--- src/rtl/cct_pkg.sv ---
package cct_pkg;

    localparam int WORD_W         = 32;
    localparam int TIMER_FLAG_BIT = 30;

    typedef logic [WORD_W-1:0] word_t;

    typedef enum logic [1:0] {
        SEL_COUNT   = 2'd0,
        SEL_COMPARE = 2'd1,
        SEL_STATUS  = 2'd2,
        SEL_NONE    = 2'd3
    } reg_sel_e;

    typedef struct packed {
        logic  load_count;
        logic  load_compare;
        word_t value;
    } reg_write_t;

    function automatic word_t build_status(input logic irq, input int line_bit);
        word_t s;
        s = '0;
        s[TIMER_FLAG_BIT] = irq;
        s[line_bit]       = irq;
        return s;
    endfunction

endpackage

--- src/rtl/cct_tick_gen.sv ---
module cct_tick_gen #(
    parameter int TICK_DIV = 1
) (
    input  logic clk,
    input  logic rst,
    input  logic count_en,
    output logic tick
);
    generate
        if (TICK_DIV == 1) begin : g_every
            logic unused_bits;
            assign unused_bits = ^{clk, rst};
            assign tick = count_en;
        end else begin : g_half
            logic phase;
            always_ff @(posedge clk) begin
                if (rst)           phase <= 1'b0;
                else if (count_en) phase <= ~phase;
            end
            assign tick = count_en & phase;

            a_r12_alternate: assert property (@(posedge clk) disable iff (rst)
                tick |=> !tick);
        end
    endgenerate
endmodule

--- src/rtl/cct_counter.sv ---
module cct_counter
    import cct_pkg::*;
#(
    parameter int W = WORD_W
) (
    input  logic         clk,
    input  logic         rst,
    input  logic         tick,
    input  logic         load,
    input  logic [W-1:0] load_val,
    output logic [W-1:0] count,
    output logic [W-1:0] count_next,
    output logic         step
);
    localparam logic [W-1:0] ONE = {{(W-1){1'b0}}, 1'b1};

    assign step       = tick & ~load;
    assign count_next = count + ONE;

    always_ff @(posedge clk) begin
        if (rst)       count <= '0;
        else if (load) count <= load_val;
        else if (tick) count <= count_next;
    end

    a_r2_count_step: assert property (@(posedge clk) disable iff (rst)
        (tick && !load) |=> count == $past(count) + ONE);
    a_r3_wrap: assert property (@(posedge clk) disable iff (rst)
        (tick && !load && count == '1) |=> count == '0);
    a_r10_hold: assert property (@(posedge clk) disable iff (rst)
        (!tick && !load) |=> $stable(count));
    a_r11_load: assert property (@(posedge clk) disable iff (rst)
        load |=> count == $past(load_val));
endmodule

--- src/rtl/cct_match.sv ---
module cct_match
    import cct_pkg::*;
#(
    parameter int W = WORD_W
) (
    input  logic         clk,
    input  logic         rst,
    input  logic         step,
    input  logic [W-1:0] count,
    input  logic [W-1:0] count_next,
    input  logic         cmp_wr,
    input  logic [W-1:0] cmp_wdata,
    output logic [W-1:0] cmp,
    output logic         pend
);
    logic hit;
    assign hit = step & (count_next == cmp);

    always_ff @(posedge clk) begin
        if (rst)         cmp <= '0;
        else if (cmp_wr) cmp <= cmp_wdata;
    end

    // compare write has priority over a same-edge hit
    always_ff @(posedge clk) begin
        if (rst)         pend <= 1'b0;
        else if (cmp_wr) pend <= 1'b0;
        else if (hit)    pend <= 1'b1;
    end

    a_r4_rise_on_match: assert property (@(posedge clk) disable iff (rst)
        $rose(pend) |-> (count == cmp && !$past(cmp_wr)));
    a_r5_sticky: assert property (@(posedge clk) disable iff (rst)
        (pend && !cmp_wr) |=> pend);
    a_r6_ack: assert property (@(posedge clk) disable iff (rst)
        cmp_wr |=> (!pend && cmp == $past(cmp_wdata)));
    a_r10_no_step_no_rise: assert property (@(posedge clk) disable iff (rst)
        (!step && !pend) |=> !pend);
endmodule

--- src/rtl/cct_irq_delay.sv ---
module cct_irq_delay #(
    parameter int LATENCY = 0
) (
    input  logic clk,
    input  logic rst,
    input  logic tick,
    input  logic clr,
    input  logic pend_in,
    output logic irq_out
);
    generate
        if (LATENCY == 0) begin : g_direct
            logic unused_bits;
            assign unused_bits = ^{clk, rst, tick, clr};
            assign irq_out = pend_in;
        end else begin : g_chain
            logic [LATENCY-1:0] stg;
            for (genvar i = 0; i < LATENCY; i++) begin : g_stage
                logic src;
                if (i == 0) begin : g_head
                    assign src = pend_in;
                end else begin : g_body
                    assign src = stg[i-1];
                end
                always_ff @(posedge clk) begin
                    if (rst || clr) stg[i] <= 1'b0;
                    else if (tick)  stg[i] <= src;
                end
            end
            assign irq_out = stg[LATENCY-1];

            a_r9_never_ahead: assert property (@(posedge clk) disable iff (rst)
                irq_out |-> pend_in);
            a_r9_clear: assert property (@(posedge clk) disable iff (rst)
                clr |=> !irq_out);
        end
    endgenerate
endmodule

--- src/rtl/cct_timer.sv ---
module cct_timer
    import cct_pkg::*;
#(
    parameter int LATENCY  = 0,
    parameter int TICK_DIV = 1,
    parameter int LINE_BIT = 15
) (
    input  logic        clk,
    input  logic        rst,
    input  logic        count_en,
    input  logic        reg_wr,
    input  logic [1:0]  reg_addr,
    input  logic [31:0] reg_wdata,
    output logic [31:0] reg_rdata,
    output logic        timer_irq
);
    localparam int W = WORD_W;

    reg_sel_e   sel;
    reg_write_t wreq;
    logic       tick, step, pend;
    word_t      count, count_next, cmp, status;

    assign sel               = reg_sel_e'(reg_addr);
    assign wreq.load_count   = reg_wr && (sel == SEL_COUNT);
    assign wreq.load_compare = reg_wr && (sel == SEL_COMPARE);
    assign wreq.value        = reg_wdata;

    cct_tick_gen #(.TICK_DIV(TICK_DIV)) u_tick (
        .clk(clk), .rst(rst), .count_en(count_en), .tick(tick)
    );

    cct_counter #(.W(W)) u_count (
        .clk(clk), .rst(rst), .tick(tick),
        .load(wreq.load_count), .load_val(wreq.value),
        .count(count), .count_next(count_next), .step(step)
    );

    cct_match #(.W(W)) u_match (
        .clk(clk), .rst(rst), .step(step),
        .count(count), .count_next(count_next),
        .cmp_wr(wreq.load_compare), .cmp_wdata(wreq.value),
        .cmp(cmp), .pend(pend)
    );

    cct_irq_delay #(.LATENCY(LATENCY)) u_delay (
        .clk(clk), .rst(rst), .tick(tick),
        .clr(wreq.load_compare), .pend_in(pend), .irq_out(timer_irq)
    );

    assign status = build_status(timer_irq, LINE_BIT);

    always_comb begin
        unique case (sel)
            SEL_COUNT:   reg_rdata = count;
            SEL_COMPARE: reg_rdata = cmp;
            SEL_STATUS:  reg_rdata = status;
            default:     reg_rdata = '0;
        endcase
    end

    a_r8_mirror: assert property (@(posedge clk) disable iff (rst)
        (sel == SEL_STATUS) |-> (reg_rdata[TIMER_FLAG_BIT] == timer_irq
                                 && reg_rdata[LINE_BIT] == timer_irq));
    a_r1_quiet_after_reset: assert property (@(posedge clk)
        $fell(rst) |-> (!timer_irq && count == '0 && cmp == '0));
endmodule

--- config.mk ---
export PLATFORM = sky130hd
export DESIGN_NAME = cct_timer
export DESIGN_NICKNAME = d
export VERILOG_FILES = /design/src/rtl/cct_pkg.sv /design/src/rtl/cct_tick_gen.sv /design/src/rtl/cct_counter.sv /design/src/rtl/cct_match.sv /design/src/rtl/cct_irq_delay.sv /design/src/rtl/cct_timer.sv
export SDC_FILE = /design/constraint.sdc
export NUM_CORES = 1
export LEC_CHECK = 0
export BUFFER_PORTS_ARGS = -buffer_cell sky130_fd_sc_hd__buf_2
export CELL_PAD_IN_SITES_DETAIL_PLACEMENT = 1
export CELL_PAD_IN_SITES_GLOBAL_PLACEMENT = 2
export CORE_ASPECT_RATIO = 1.25
export CORE_MARGIN = 2
export CORE_UTILIZATION = 36
export CTS_BUF_LIST = sky130_fd_sc_hd__clkbuf_16
export CTS_CLUSTER_DIAMETER = 60
export DETAILED_ROUTE_END_ITERATION = 8
export GPL_TIMING_DRIVEN = 0
export PLACE_DENSITY_LB_ADDON = 0.1
export SYNTH_ARGS = -nofsm -noshare
export SYNTH_HDL_FRONTEND = slang
export SYNTH_SLANG_ARGS = --single-unit
--- constraint.sdc ---
create_clock -name clk -period 3.4 [get_ports clk]
set_input_delay 0.51 -clock clk [delete_from_list [all_inputs] [get_ports clk]]
set_output_delay 0.51 -clock clk [all_outputs]
set_load 0.01 [all_outputs]
==> flow_summary.yaml, run 1 <==
synth:
  synth_ff_type: "dfxtp_1"
  async_flop_share_pct: 0
  ys_ff_latch: 65
  synth.largest_area_cell: "dfxtp_1"
  synth_area_um2: 4559
  netlist_instances: 584
  yosys-top-cells-area: "dfxtp_1 (29%), nand2_1 (7.3%), mux2i_1 (7.2%)"
  yosysSeqAreaShare_pct: 28.54
  synth_edf_count: 0
  ys_types: 61
  yosysWarnings: 0
  synthDominantCellAreaShare_pct: 28.54
  syn_nets: 623
  avgSynthCellArea_um2: 7.807
outcome:
  status: "finished clean"
sta:
  drv_slew: 0
  fin_ws_ns: 0.5228
  timing.fmax_mhz: 347.6
  rsz0062_at_grt: "no"
  tightest_slew_ns: 1.073
  finalHoldViolCount: 0
  finalCriticalPeriod_ns: 2.877
  finalSetupViolations: 0
  max-slew-margin-rel_pct: 28.46
  timing.final.crit_share_pct: 84.62
  fin_tns_setup_ns: 0
  hold_slack_ns: 0.4201
  skew_ns: 0.01180
route:
  wl_um: 16770
  wl_per_cell_um: 20.20
  firstDrtPassIters: 4
  drtAntennaViolNets: 0
  drtIter0Drc: 179
  vias_per_cell: 5.393
  via_count: 4476
  drc_errors: 0
job:
  max_cap_viol_count: 0
setup_path:
  max_stage_delay_ns: 0.71
  r2r_slack_ns: 0.52
  reg2reg_depth: 7
  endpoint: "u_match.pend$_SDFFE_PP0P_"
  endpoint_kind: "flop"
  r2r-start: "u_count.count[1]$_SDFFE_PP0P_"
  critical_path_class: "reg -> reg"
  path_buf_inv: 0
  path_cells: "ha_1 -> nand3_1 -> o41ai_1 -> o221ai_1 -> nor4_1 -> o2111ai_1 -> o31ai_2"
  cp_max_fo: 7
  cp.depth: 7
  cp-start-kind: "flop"
  worstReg2RegEnd: "u_match.pend$_SDFFE_PP0P_"
  worstPathRequired_ns: 3.66
  cp_slowest_cell: "o41ai_1"
  cp.arrival_ns: 3.14
  crit_start: "u_count.count[1]$_SDFFE_PP0P_"
  crit_family: "compound AO/OA/AOI/OAI gates"
cts:
  cts_buffers: 9
  clock_sinks: 65
  postCtsSetupBuffers: 0
  cts_tree: "yes"
  cts.path.max_buffers: 2
  clkSlewWorstSetupHoldPaths_ns: 0.06
  cts_resized: 0
  hold_buffers: 0
  cts-root-buf: "clkbuf_16"
  insertion_delay_ns: 0.34
  htreeDepth: 3
die:
  dieArea_um2: 13590
  die_y_um: 129.8
  dieWidth_um: 104.7
  ioPinCount: 71
  start_util_pct: 37.15
  core-area_um2: 12270
  rows: 45
global_routing:
  antenna_found_initial: 0
  grt_pass1_vias: 4800
  grt_usage_pct: 25.47
  grt_max_degree: 11
  overflow: 0
  grt_pass1_wl_um: 26370
power:
  ir_worst_vdd_mv: 0.2467
  p_leak_uw: 0.002154
  power.density_nw_per_um2: 388.3
place:
  dpl_cell_area_um2: 5100
  gp_congestion: 0.8307
  dp_hpwl_um: 12400
  pre_cts_ws_ns: 0.5814
  port_buffers: 67
layout:
  final_net_count: 701
  finalInstanceArea_um2: 5378
  syn2layout_area_growth_pct: 17.95
  antennaDiodeCount: 0
  drive_above_1_share_pct: 19.97
hold_path:
  worstHoldPathType: "in -> reg"
[placed cells by master (no fill, tap or decap), drive strengths merged, types with 2 or more instances in the layout]
master,netlist,layout
xor2,33,33
a211oi,29,29
nand2,90,90
nand3b,3,3
and3,8,8
buf,26,93
o31ai,4,4
or3,8,8
and4,4,4
nor2b,2,2
nor3,19,19
a21oi,38,38
dfxtp,65,65
o2111ai,2,2
nand4b,2,2
nand4,17,17
clkinv,0,3
clkbuf,28,37
o21ai,10,10
inv,3,5
nand3,14,14
xnor2,34,34
nor3b,2,2
nor4,7,7
mux2i,33,33
o221ai,2,2
o211ai,2,2
a31oi,2,2
nor2,79,79
a311oi,4,4
[flip-flops by register name (all words and copies together), names as in the netlist]
register	count
u_match.pend	1
u_count.count	32
u_match.cmp	32
[cells by family (layout without fill, tap and decap cells)]
group,count (synthesis),after routing,share of synthesized area [%]
DFF,65,65,28.54
muxes,33,33,7.245
adders and majority gates,1,1,0.2744
and+or+nand+nor,259,259,29.36
buffers and inverters,58,140,7.025
AOI/OAI and AO/OA,101,101,14.68
xor gates and xnor gates,67,67,12.87
[power by group]
group,switching (uW),leakage (uW),internal [uW]
logic,216,0.00148,137
clock network,355,0.000147,554
registers,29.6,0.000530,796
total,601,0.00215,1490
[stage by stage]
stage / power (uW) / std cells / util, %
floorplan: 1066 / 584 / -
global placement: 1185 / 815 / 41.55
detailed placement: 1196 / 815 / 41.55
CTS: 2108 / 830 / 43.81
global route: 2179 / 830 / 43.81
finish: 2088 / 830 / 43.81
[area by class of cell]
type / instances / area [um^2]
Fill cell: 1597 / 6897
Timing Repair Buffer: 67 / 335.3
Clock inverter: 6 / 52.55
Sequential cell: 65 / 1301
Multi-Input combinational cell: 461 / 2938
Tap cell: 164 / 205.2
Clock buffer: 9 / 225.2
Inverter: 3 / 11.26
Buffer: 55 / 309.0
[worst reg2reg max path, stage by stage (launching register included)]
cell and delay, ns:
dfxtp_1 0.45, ha_1 0.31, nand3_1 0.27, o41ai_1 0.71
o221ai_1 0.27, nor4_1 0.34, o2111ai_1 0.25, o31ai_2 0.21
[how the worst min path moves through the flow]
stage | endpoint | depth (start not counted) | start
floorplan | u_match.cmp[11]$_SDFFE_PP0P_ | 2 | u_match.cmp[11]$_SDFFE_PP0P_
global placement | u_match.cmp[9]$_SDFFE_PP0P_ | 2 | u_match.cmp[9]$_SDFFE_PP0P_
detailed placement | u_match.cmp[9]$_SDFFE_PP0P_ | 2 | u_match.cmp[9]$_SDFFE_PP0P_
CTS | u_match.cmp[2]$_SDFFE_PP0P_ | 3 | reg_wdata[2]
global route | u_match.cmp[4]$_SDFFE_PP0P_ | 3 | reg_wdata[4]
finish | u_match.cmp[2]$_SDFFE_PP0P_ | 3 | reg_wdata[2]
[per-layer routing]
layer  track usage [%]  wire length [um]  part of all wire, %  up-vias
li1                  -                 -                    -     2191
met5                 0                 0                    0        -
met2             49.25              8834                   53       80
met3             3.097               445                  2.7       20
met4             8.392               353                  2.1        0
met1             29.09              7133                   43     2185
[synth_stat cells, drive strengths merged (3+ instances only)]
| cell | number |
|---|---|
| a211oi | 29 |
| a21oi | 38 |
| a311oi | 4 |
| and3 | 8 |
| and4 | 4 |
| buf | 26 |
| clkbuf | 28 |
| dfxtp | 65 |
| inv | 3 |
| mux2i | 33 |
| nand2 | 90 |
| nand3 | 14 |
| nand3b | 3 |
| nand4 | 17 |
| nor2 | 79 |
| nor3 | 19 |
| nor4 | 7 |
| o21ai | 10 |
| o31ai | 4 |
| or3 | 8 |
| xnor2 | 34 |
| xor2 | 33 |
Power figures use the tool's default switching activity.
==> run 2, diff against run 1 <==
ABC_AREA = 1   (was default)
CORE_UTILIZATION = 30   (was 36)
clock period = 2.8 ns   (was 3.4 ns; I/O delays follow)
==> flow_summary.yaml, run 2 <==
global_routing:
  grt_usage_pct: 25.40
  grt_use_met3_pct: 4.041
  busiest_layer: "met2"
  antenna_found_initial: 0
  use_met2_pct: 46.52
  grtUsageMet1_pct: 29.44
  grt_max_degree: 11
  overflow: 0
  grt_pass1_wl_um: 30530
  grt_pass1_vias: 5531
place:
  dp_hpwl_um: 14920
  gp_congestion: 0.8636
  pre_cts_ws_ns: -0.1332
  port_buffers: 70
die:
  start_util_pct: 30.94
  ioPinCount: 71
  die_y_um: 140.6
  dieArea_um2: 15920
  core-area_um2: 14470
  dieWidth_um: 113.3
  rows: 49
setup_path:
  cp.arrival_ns: 2.26
  path_common_cell: "buf_2"
  r2r_slack_ns: 0.36
  worstReg2RegEnd: "u_match.pend$_SDFFE_PP0P_"
  cp_max_fo: 10
  endpoint_kind: "output port"
  max_stage_delay_ns: 0.42
  r2r-start: "u_count.count[1]$_SDFFE_PP0P_"
  path_cells: "buf_2 -> nor2_2 -> inv_1 -> clkbuf_1 -> clkbuf_2 -> o22ai_1 -> buf_2"
  critical_path_class: "in -> out"
  cp-start-kind: "input port"
  reg2reg_depth: 15
  worstPathRequired_ns: 2.38
  cp_slowest_cell: "clkbuf_2"
layout:
  final_net_count: 856
  final_common_cell: "nand2_1"
  antennaDiodeCount: 0
  drive_above_1_share_pct: 14.11
  nFillCells: 1951
  final_util_pct: 36.69
  final_cell_mix: "nand2_1 (248), inv_1 (87), nand3_1 (70), buf_2 (70), dfxtp_1 (65)"
  reg_top3: "u_count.count x32, u_match.cmp x32, u_match.pend x1"
  syn2layout_area_growth_pct: 18.59
route:
  firstDrtPassIters: 6
  wl_um: 19670
  vias_per_cell: 5.162
  wl_per_cell_um: 19.67
  drtAntennaViolNets: 0
  drtIter0Drc: 219
  drc_errors: 3
  via_count: 5162
sta:
  timing.fmax_mhz: 372.7
  finalCriticalPeriod_ns: 2.683
  tightest_slew_ns: 0.9083
  rsz0062_at_grt: "no"
  fin_tns_setup_ns: 0
  skew_ns: 0.006669
  finalHoldViolCount: 0
  fin_ws_ns: 0.1166
  drv_slew: 0
  finalSetupViolations: 0
  max-slew-margin-rel_pct: 39.44
  timing.final.crit_share_pct: 95.84
hold_path:
  hold_depth: 3
  worstHoldPathType: "in -> reg"
  hp-start: "reg_wdata[8]"
  min_to: "u_count.count[8]$_SDFFE_PP0P_"
synth:
  yosys-top-cells-area: "dfxtp_1 (29%), nand2_1 (21%), nand3_1 (7.8%)"
  avgSynthCellArea_um2: 6.083
  async_flop_share_pct: 0
  netlist_instances: 736
  synth_ff_type: "dfxtp_1"
  synth_area_um2: 4477
  syn_nets: 775
  ys_ff_latch: 65
  ys_types: 31
  yosysWarnings: 0
  yosysSeqAreaShare_pct: 29.07
  yosysMostFrequentCell: "nand2_1"
  synth_commonest_cells: "nand2_1 (248), inv_1 (85), nand3_1 (70), dfxtp_1 (65), nor2_1 (62)"
  synthDominantCellAreaShare_pct: 29.07
  synth.largest_area_cell: "dfxtp_1"
  synth_edf_count: 0
cts:
  cts.path.max_buffers: 2
  hold_buffers: 0
  cts_tree: "yes"
  clock_sinks: 65
  cts_buffers: 9
  htreeDepth: 3
  clkSlewWorstSetupHoldPaths_ns: 0.06
  postCtsSetupBuffers: 0
  insertion_delay_ns: 0.34
  cts-root-buf: "clkbuf_16"
  cts_resized: 2
power:
  p_switching_uw: 763.8
  ir_worst_vdd_mv: 0.2331
  sw_frac_of_total_pct: 31.30
  seqPwrFrac_pct: 41.2
  intPower_uw: 1676
  power.density_nw_per_um2: 459.6
  p_leak_uw: 0.002341
  power_frac_clock_pct: 42.8
  combPwrFrac_pct: 16.1
outcome:
  violations: "design-rule violations"
  status: "finished, violations left"
job:
  max_cap_viol_count: 0
## run 2: layout make-up
class / count / area [um^2] / area share (%)
Multi-Input combinational cell: 553 / 2728 / 51.38
Sequential cell: 65 / 1301 / 24.51
Timing Repair Buffer: 70 / 350.3 / 6.599
Inverter: 88 / 330.3 / 6.222
Clock buffer: 9 / 225.2 / 4.242
Tap cell: 178 / 222.7 / 4.195
Buffer: 30 / 121.4 / 2.286
Clock inverter: 7 / 30.03 / 0.5656
## run 2: power groups by stage
| stage | Clock [uW] | Sequential, uW | Combinational [uW] |
|---|---|---|---|
| after global routing | 1110 | 1010 | 437 |
| final | 1040 | 1000 | 392 |
| after CTS | 1060 | 1000 | 392 |
| after global placement | 0 | 1020 | 381 |
| after floorplan | 0 | 1010 | 231 |
| after detailed placement | 0 | 1020 | 389 |
## run 2: metal layers
metal | share of wire (%) | routed length, um
met1 | 41 | 8160
met2 | 52 | 10320
met3 | 3.4 | 660
met4 | 2.7 | 525
met5 | 0 | 0
## run 2: worst max-delay path by stage
stage                                        from                   endpoint  slack (ns)  depth (start not counted)
floorplan           u_count.count[0]$_SDFFE_PP0P_  u_match.pend$_SDFFE_PP0P_        1.01                         15
global placement                      reg_addr[1]              reg_rdata[11]       -0.12                          7
detailed placement                    reg_addr[1]              reg_rdata[11]       -0.13                          7
CTS                                   reg_addr[1]              reg_rdata[11]        0.17                          7
global route                          reg_addr[1]              reg_rdata[11]        0.06                          7
finish                                reg_addr[1]              reg_rdata[11]        0.12                          7
## run 2: kinds of logic (layout without fill, tap and decap cells)
group	count (synthesis)	after routing	synth area share, %
buffers and inverters	118	204	10.06
AO/OA/AOI/OAI	133	133	16.80
AND/OR/NAND/NOR	410	410	40.81
XOR/XNOR	9	9	2.991
adder cells (fa/ha/maj)	1	1	0.2794
flip-flops	65	65	29.07
## run 2: stage by stage
| step | std cells | cell area, um^2 | power [uW] | hold WS (ns) |
|---|---|---|---|---|
| 6_report | 1000 | 5309 | 2440 | 0.3585 |
| 5_1_grt | 1000 | 5309 | 2554 | 0.3688 |
| 4_1_cts | 1000 | 5309 | 2457 | 0.3572 |
| 3_5_place_dp | 984 | 5050 | 1414 | 0.4794 |
| 3_3_place_gp | 984 | 5050 | 1404 | 0.4609 |
| 2_1_floorplan | 736 | 4477 | 1244 | 0.4459 |
## run 2: worst max-delay path: cells and delay by family
family | cells | cell delay (ns)
AOI/OAI and AO/OA | 1 | 0.32
and+or+nand+nor | 1 | 0.34
buffers and inverters | 5 | 1.19
